## config.mk

```make
export PLATFORM = sky130hd
export DESIGN_NAME = spim_ctrl
export DESIGN_NICKNAME = d
export VERILOG_FILES = /design/src/rtl/spim_ctrl.sv
export SDC_FILE = /design/constraint.sdc
export NUM_CORES = 1
export LEC_CHECK = 0
export BUFFER_PORTS_ARGS = -buffer_cell sky130_fd_sc_hd__clkbuf_2
export CORE_MARGIN = 2
export CORE_UTILIZATION = 50
export DETAILED_ROUTE_END_ITERATION = 12
export PLACE_DENSITY = 0.78
export SYNTH_ARGS = -nofsm -noshare
export SYNTH_HDL_FRONTEND = slang
export SYNTH_SLANG_ARGS = --single-unit
export TNS_END_PERCENT = 1
```

## constraint.sdc

```tcl
create_clock -name clk -period 6 [get_ports clk]
set_clock_uncertainty 0.1 [all_clocks]
set_input_delay 0.3 -clock clk [delete_from_list [all_inputs] [get_ports clk]]
set_output_delay 0.3 -clock clk [all_outputs]
set_load 0.05 [all_outputs]
```

## src/rtl/spim_ctrl.sv

```systemverilog
`timescale 1ns/1ps
module spim_ctrl #(
  parameter int DEPTH = 4,
  parameter int DIVW  = 8
) (
  input  logic        clk,
  input  logic        rst_n,
  input  logic        bus_wr,
  input  logic        bus_rd,
  input  logic [8:0]  bus_addr,
  input  logic [31:0] bus_wdata,
  output logic [31:0] bus_rdata,
  output logic        sclk,
  output logic        mosi,
  input  logic        miso,
  output logic [3:0]  cs_n
);
  localparam int PW = (DEPTH > 1) ? $clog2(DEPTH) : 1;
  localparam int CW = $clog2(DEPTH + 1);
  localparam logic [8:0] A_CMD = 9'h000, A_CMD2 = 9'h004, A_STAT = 9'h008,
                         A_LVL = 9'h01C, A_DIV = 9'h020, A_TX = 9'h100, A_RX = 9'h180;

  logic en_q, mst_q, cspol_q, csval_q, cssoft_q;
  logic [4:0] len_q;
  logic rxen_q, txen_q;
  logic [1:0] sel_q;
  logic [DIVW-1:0] div_q, dcnt;
  logic busy_q, rdy_q, rx_ovf_q, tx_unr_q, tx_ovf_q, rx_unr_q, sclk_q;
  logic [31:0] tx_mem [DEPTH];
  logic [31:0] rx_mem [DEPTH];
  logic [PW-1:0] tx_wp, tx_rp, rx_wp, rx_rp;
  logic [CW-1:0] tx_cnt, rx_cnt;
  logic [31:0] tsh, rsh, rd_mux, tx_word;
  logic [5:0] bit_cnt, nbits;

  wire wr_cmd  = bus_wr && bus_addr == A_CMD;
  wire wr_cmd2 = bus_wr && bus_addr == A_CMD2;
  wire wr_stat = bus_wr && bus_addr == A_STAT;
  wire wr_div  = bus_wr && bus_addr == A_DIV;
  wire wr_tx   = bus_wr && bus_addr == A_TX;
  wire rd_rx   = bus_rd && bus_addr == A_RX;

  wire tx_full  = tx_cnt == CW'(DEPTH);
  wire tx_empty = tx_cnt == '0;
  wire rx_full  = rx_cnt == CW'(DEPTH);
  wire rx_empty = rx_cnt == '0;

  wire go        = wr_cmd && bus_wdata[30] && bus_wdata[31] && bus_wdata[28] && !busy_q;
  wire tick      = busy_q && dcnt == div_q;
  wire rise      = tick && !sclk_q;
  wire fall      = tick && sclk_q;
  wire last_fall = fall && bit_cnt == nbits;
  wire tx_push   = wr_tx && !tx_full;
  wire tx_pop    = go && txen_q && !tx_empty;
  wire rx_push   = last_fall && rxen_q && !rx_full;
  wire rx_pop    = rd_rx && !rx_empty;

  logic unused_ok;
  assign unused_ok = &{1'b0, bus_wdata[29], bus_wdata[27:26], bus_wdata[23:20], bus_wdata[17:14]};

  assign tx_word = tx_pop ? tx_mem[tx_rp] : 32'h0;
  assign sclk = sclk_q;
  assign mosi = tsh[31];

  wire cs_on = cssoft_q ? csval_q : busy_q;
  for (genvar i = 0; i < 4; i++) begin : g_cs
    assign cs_n[i] = (cs_on && sel_q == 2'(i)) ? cspol_q : ~cspol_q;
  end

  always_comb begin
    rd_mux = '0;
    case (bus_addr)
      A_CMD: begin
        rd_mux[31] = en_q;  rd_mux[28] = mst_q;  rd_mux[13] = cspol_q;
        rd_mux[12] = csval_q; rd_mux[11] = cssoft_q; rd_mux[4:0] = len_q;
      end
      A_CMD2: begin
        rd_mux[31] = rxen_q; rd_mux[30] = txen_q; rd_mux[19:18] = sel_q;
      end
      A_STAT: begin
        rd_mux[31] = busy_q;   rd_mux[30] = rdy_q;
        rd_mux[25] = rx_ovf_q; rd_mux[24] = tx_unr_q;
        rd_mux[23] = rx_empty; rd_mux[22] = rx_full;
        rd_mux[21] = tx_empty; rd_mux[20] = tx_full;
        rd_mux[19] = tx_ovf_q; rd_mux[18] = rx_unr_q;
      end
      A_LVL: begin
        rd_mux[21:16] = 6'(rx_cnt); rd_mux[5:0] = 6'(tx_cnt);
      end
      A_DIV: rd_mux[DIVW-1:0] = div_q;
      A_RX:  rd_mux = rx_empty ? 32'h0 : rx_mem[rx_rp];
      default: rd_mux = '0;
    endcase
  end
  assign bus_rdata = bus_rd ? rd_mux : 32'h0;

  always_ff @(posedge clk or negedge rst_n) begin
    if (!rst_n) begin
      {en_q, mst_q, cspol_q, csval_q, cssoft_q} <= '0;
      len_q <= '0;
      {rxen_q, txen_q} <= '0;
      sel_q <= '0;
      div_q <= '0;
    end else begin
      if (wr_cmd) begin
        en_q <= bus_wdata[31];    mst_q <= bus_wdata[28];
        cspol_q <= bus_wdata[13]; csval_q <= bus_wdata[12];
        cssoft_q <= bus_wdata[11]; len_q <= bus_wdata[4:0];
      end
      if (wr_cmd2) begin
        rxen_q <= bus_wdata[31]; txen_q <= bus_wdata[30]; sel_q <= bus_wdata[19:18];
      end
      if (wr_div) div_q <= bus_wdata[DIVW-1:0];
    end
  end

  always_ff @(posedge clk or negedge rst_n) begin
    if (!rst_n) begin
      busy_q <= 1'b0; sclk_q <= 1'b0; dcnt <= '0;
      bit_cnt <= '0; nbits <= '0; tsh <= '0; rsh <= '0;
    end else if (go) begin
      busy_q  <= 1'b1;
      sclk_q  <= 1'b0;
      dcnt    <= '0;
      bit_cnt <= '0;
      nbits   <= {1'b0, bus_wdata[4:0]} + 6'd1;
      tsh     <= tx_word << (5'd31 - bus_wdata[4:0]);
      rsh     <= '0;
    end else if (busy_q) begin
      dcnt <= tick ? '0 : dcnt + 1'b1;
      if (rise) begin
        sclk_q  <= 1'b1;
        rsh     <= {rsh[30:0], miso};
        bit_cnt <= bit_cnt + 6'd1;
      end
      if (fall) begin
        sclk_q <= 1'b0;
        tsh    <= tsh << 1;
        if (last_fall) busy_q <= 1'b0;
      end
    end
  end

  always_ff @(posedge clk or negedge rst_n) begin
    if (!rst_n) begin
      {rdy_q, rx_ovf_q, tx_unr_q, tx_ovf_q, rx_unr_q} <= '0;
    end else begin
      if (wr_stat) begin
        if (bus_wdata[30]) rdy_q    <= 1'b0;
        if (bus_wdata[25]) rx_ovf_q <= 1'b0;
        if (bus_wdata[24]) tx_unr_q <= 1'b0;
        if (bus_wdata[19]) tx_ovf_q <= 1'b0;
        if (bus_wdata[18]) rx_unr_q <= 1'b0;
      end
      if (last_fall) rdy_q <= 1'b1;
      if (last_fall && rxen_q && rx_full) rx_ovf_q <= 1'b1;
      if (go && txen_q && tx_empty) tx_unr_q <= 1'b1;
      if (wr_tx && tx_full) tx_ovf_q <= 1'b1;
      if (rd_rx && rx_empty) rx_unr_q <= 1'b1;
    end
  end

  always_ff @(posedge clk or negedge rst_n) begin
    if (!rst_n) begin
      tx_wp <= '0; tx_rp <= '0; tx_cnt <= '0;
      rx_wp <= '0; rx_rp <= '0; rx_cnt <= '0;
    end else begin
      if (tx_push) tx_wp <= (tx_wp == PW'(DEPTH - 1)) ? '0 : tx_wp + 1'b1;
      if (tx_pop)  tx_rp <= (tx_rp == PW'(DEPTH - 1)) ? '0 : tx_rp + 1'b1;
      if (rx_push) rx_wp <= (rx_wp == PW'(DEPTH - 1)) ? '0 : rx_wp + 1'b1;
      if (rx_pop)  rx_rp <= (rx_rp == PW'(DEPTH - 1)) ? '0 : rx_rp + 1'b1;
      tx_cnt <= tx_cnt + CW'(tx_push) - CW'(tx_pop);
      rx_cnt <= rx_cnt + CW'(rx_push) - CW'(rx_pop);
    end
  end

  always_ff @(posedge clk) begin
    if (tx_push) tx_mem[tx_wp] <= bus_wdata;
    if (rx_push) rx_mem[rx_wp] <= rsh;
  end
endmodule

```

Word level (Yosys, flattened, before mapping)

Memories as Yosys holds them, arrays and structs flattened.
Index checks and enable logic that the tools add are counted.

Bits in registers: 127
Memory bits (writable): 256
Input port bits: 46
Logic and storage cells: 187
Memories kept: 2

$add $sub $neg: 12
Eq/ne operators: 17
Shifts and indexed selects: 1
Muxes and demuxes: 66
Bitwise gates (word level): 1
Reduce and logical (&&, ||, !) cells: 60

Memory list:

| name   | depth | width | rd ports | clocked after memory_dff | write ports | line | text |
|---|---|---|---|---|---|---|---|
| rx_mem | 4     | 32    | 1        | 0                        | 1           | 30   | `logic [31:0] rx_mem [DEPTH];` |
| tx_mem | 4     | 32    | 1        | 0                        | 1           | 29   | `logic [31:0] tx_mem [DEPTH];` |

Operators by type and width:

| operator                                             | number |
|---|---|
| two-way mux 32 bit                                   | 9 |
| two-way mux 1 bit                                    | 33 |
| << shifter 32 x 5 -> 32 bit                          | 1 |
| logical AND 1 bit                                    | 28 |
| nonzero test 2 bit                                   | 13 |
| two-way mux 8 bit                                    | 3 |
| one-hot mux 5 bit (4 select lines)                   | 1 |
| equality test 9 bit (second input constant)          | 2 |
| two-way mux 6 bit                                    | 3 |
| AND reduction 2 bit                                  | 8 |
| equality test 2 bit (second input constant)          | 6 |
| two-way mux 2 bit                                    | 6 |
| one-hot mux 2 bit (2 select lines)                   | 3 |
| equality test 9 x 3 -> 1 bit (second input constant) | 1 |
| equality test 9 x 4 -> 1 bit (second input constant) | 1 |
| equality test 9 x 5 -> 1 bit (second input constant) | 1 |
| equality test 9 x 6 -> 1 bit (second input constant) | 1 |
| zero test 9 bit                                      | 1 |
| adder 2 x 1 -> 2 bit (second input constant)         | 4 |
| adder 8 x 1 -> 8 bit (second input constant)         | 1 |
| equality test 8 bit                                  | 1 |
| one-hot mux 2 bit (4 select lines)                   | 1 |
| one-hot mux 4 bit (2 select lines)                   | 1 |
| adder 3 x 1 -> 3 bit                                 | 2 |
| 17 further kinds                                     | 26 |

Depth between registers and ports, before layout

Depth after elaboration: 11
Depth in mapped cells: 14
Mapped depth without buffers: 12

Least setup slack after synthesis

Ideal clock, no wire load.

Kind: register to register
Start: reg dcnt[2]
End: mem rx_mem[3][0] (enable)
Setup time: 392 ps
Arrival: 2,672 ps
Required time: 5,508 ps
Slack: 2,836 ps
Cell stages (with the launch flop): 10
Path buffers: 2
Period minus slack after synthesis: 3,164 ps
Cell sequence: dfrtp_1 > xnor2_1 > nand4_1 > or3_1 > clkbuf_1 > or2_1 > nor2_1 > and3_1 > buf_2 > and2_1

Longest elaborated chain between the ends: 8

Ends and longest elaborated chain:

| element                                 | line | text |
|---|---|---|
| start: declaration                      | 27   | `logic [DIVW-1:0] div_q, dcnt;` |
| start signal: assignment                | 130  | `dcnt <= tick ? '0 : dcnt + 1'b1;` |
| equality test 8 bit                     | 49   | `wire tick = busy_q && dcnt == div_q;` |
| logical AND 1 bit                       | 49   |  |
| logical AND 1 bit                       | 51   | `wire fall = tick && sclk_q;` |
| logical AND 1 bit                       | 52   | `wire last_fall = fall && bit_cnt == nbits;` |
| logical AND 1 bit (2 in series)         | 55   | `wire rx_push = last_fall && rxen_q && !rx_full;` |
| two-way mux 1 bit                       | 179  | `if (rx_push) rx_mem[rx_wp] <= rsh;` |
| two-way mux 1 bit (implied by the code) | 179  |  |
| end: declaration                        | 30   |  |

No other way between the ends.

Worst setup path after layout

Start: reg dcnt[3]
End: mem rx_mem[0][3] (enable)

Same word-level chain as after synthesis.

==> metrics.cfg <==
[drt]
ant_nets=0
viasPerCell=5.99
wl_per_cell_um=22.5
finalWirelength_um=41100
first_pass_iters=5
first_iter_violations=1032
drc_errors=0
vias=10900

[timing]
relSlewSlack_pct=21.6
setup_violations=0
clock.fmax_mhz=265
worst_pin_slew_ns=1.17
hold_violations=0
fin_crit_sh_pct=62.9
fin_crit_ns=3.77
layout_setup_ws_ns=2.23
timing.hold.ws_ns=0.0295
fin_tns_setup_ns=0
rsz0062_at_grt=false
slew_viol_final=0

[synth]
syn_nets=1301
synthMuxAreaShare_pct=15.3
synth_adder_area_share_pct=1.46
synth_area_sq_mm=0.0173
synth_top_family_by_area=multiplexers
synth_most_common_cell=edfxtp_1
synth-seq-cells=383
yosys.area_share.xor_xnor_pct=1.62
yosysSeqAreaShare_pct=63.0
yosys-top-cells-count=edfxtp_1, nand2_1, dfrtp_1, mux4_2, nor2_1
synth.top_cell.area_share_pct=44.5
synthSimpleGateAreaFrac_pct=8.91
yosysUniqueCellTypes=72
synth_warnings=0
synth-compound-area-share_pct=7.38
synth_top_flop_cell=edfxtp_1
avgSynthCellArea_sq_um=14.0
synth-async-reset-ratio_pct=33.2
yosys.area.top_type=edfxtp_1
netlist_instances=1236
synth_area_leaders=edfxtp_1, dfrtp_1, mux4_2, nand2_1, mux2_2
synth_edf_count=256

[clock_tree]
cts_tree=yes
postCtsSetupBuffers=0
htree_levels=2
cts_root_buf=clkbuf_16
clk_latency_ns=0.55
clock-sinks=383
cts_resized=0
clockBufferDepth=3
cts_buffers=40
clkSlewWorstSetupHoldPaths_ns=0.06
hold_buffers=27

[floorplanning]
die_x_um=190
io_pins=84
fp-row-count=68
core_area_sq_mm=0.0343
initial_core_util_pct=50.3
fp.dieH_um=190
die_area_sq_mm=0.0360

[layout]
final_cell_area_sq_mm=0.0198
syn_to_final_growth_pct=14.8
nets=1404
final_util_pct=57.8
drive_gt1_share_pct=22.2
diodes=0

[critical_path]
worstPathMaxFanout=18
end_kind=register
crit_arrival_ns=3.87
crit_type=register to register
max_stage_delay_ns=0.70
crit_chain=xnor2_1 -> nand4_1 -> or3_1 -> or2_1 -> nor2_1 -> and3_1 -> and2_1 -> buf_4
cp_slowest_cell=and2_1
crit_path_start_kind=register
crit_required_ns=6.10

[global_routing]
antenna_found_initial=0
grt_pass1_vias=11200
track_usage_pct=23.2
grt_overflow_total=0
grt_pass1_wl_um=64300
grt_max_degree=69

[place]
portBuffers=83
dp_slack_ns=2.27
hpwl_um=26400
place_congestion=0.916
placed_cell_area_sq_mm=0.0181

[run]
drv_cap=0

[power]
switching_share_pct=20.9
vdd_drop_max_v=0.000247
leakage_nw=7.44
p_int_mw=4.50
powerDensity_mw_per_mm2=287
combPwrFrac_pct=4.2
clkPwrFrac_pct=45.4
seq_power_share_pct=50.4
p_sw_mw=1.19

[hold_path]
hp-class=input port to register

[run_status]
outcome=finished, final reports clean

-- routing by layer --
layer	part of all wire [%]	GRT usage (%)	vias to the layer above
li1	-	-	4902
met1	40	31.3	5475
met2	49	38.7	475
met3	7.6	4.24	80
met4	2.8	7.30	0
met5	0	0	-
-- stage by stage --
step	power, mW	instances
after floorplan	3.05	1236
final	5.70	1826
after detailed placement	3.14	1724
after global placement	3.14	1724
after global routing	5.85	1826
after CTS	5.73	1825
-- layout by cell type, fill, tap and decap left out, drive strengths merged, types with 7 or more instances in the layout --
cell type,count
a22oi,13
clkbuf,136
edfxtp,256
buf,27
xnor2,20
or3,7
o21ai,53
dfrtp,127
o2bb2ai,12
o22ai,11
dlygate4sd3,28
clkinv,14
nor3,12
a32o,7
nand3,30
and3,16
mux2,50
and2,12
a21oi,53
nor2,66
ha,17
mux4,68
xor2,12
nand2,160
inv,19
mux2i,54
-- worst paths after layout --
check	startpoint	end	slack, ns	depth (start not counted)
setup reg to reg	dcnt[3]$_DFFE_PN0P_	rx_mem[0][3]$_DFFE_PP_	2.23	8
setup / recovery	dcnt[3]$_DFFE_PN0P_	rx_mem[0][3]$_DFFE_PP_	2.23	8
hold / removal	bus_wdata[6]	tx_mem[3][6]$_DFFE_PP_	0.03	1
min in group asynchronous	rst_n	tsh[25]$_DFFE_PN0P_	0.20	2
max in group asynchronous	rst_n	rsh[13]$_DFFE_PN0P_	4.14	3
hold reg to reg	rdy_q$_DFFE_PN0P_	rdy_q$_DFFE_PN0P_	0.39	1
-- power groups by stage --
stage / logic (mW) / registers (mW) / clock network [mW]
after global routing: 0.262 / 2.87 / 2.72
after global placement: 0.217 / 2.92 / 0
after detailed placement: 0.222 / 2.92 / 0
after CTS: 0.238 / 2.87 / 2.62
final: 0.238 / 2.87 / 2.59
after floorplan: 0.140 / 2.91 / 0
-- critical path: cells and delay by family (launching register included) --
family	cells	cell delay, ns
xor+xnor	1	0.21
buf+inv	1	0.42
flops	1	0.44
simple gates	6	2.27
-- registers in the layout (all words and copies together) (netlist names), 2 cells and up --
register  cells
nbits         6
rx_cnt        3
bit_cnt       6
rx_mem      128
rsh          32
tx_mem      128
tx_wp         2
tx_cnt        3
rx_wp         2
rx_rp         2
dcnt          8
sel_q         2
tx_rp         2
tsh          32
len_q         5
div_q         8
-- cell type report --
type / instances / area [sq um]
fill: 2642 / 14500
timing repair buffer: 137 / 897
tap: 455 / 569
inverter: 22 / 83.8
clock buffer: 54 / 1120
clock inverter: 20 / 272
sequential: 383 / 10900
multi-input combinational: 755 / 6010
-- kinds of logic (layout without fill, tap and decap cells) --
kind of cell,count (synthesis),in the layout
muxes,172,172
and+or+nand+nor,335,335
adders and majority gates,19,19
DFF,383,383
buffers and inverters,98,233
AOI/OAI and AO/OA,197,197
xor gates and xnor gates,32,32
(Power assumes the default switching activity.)
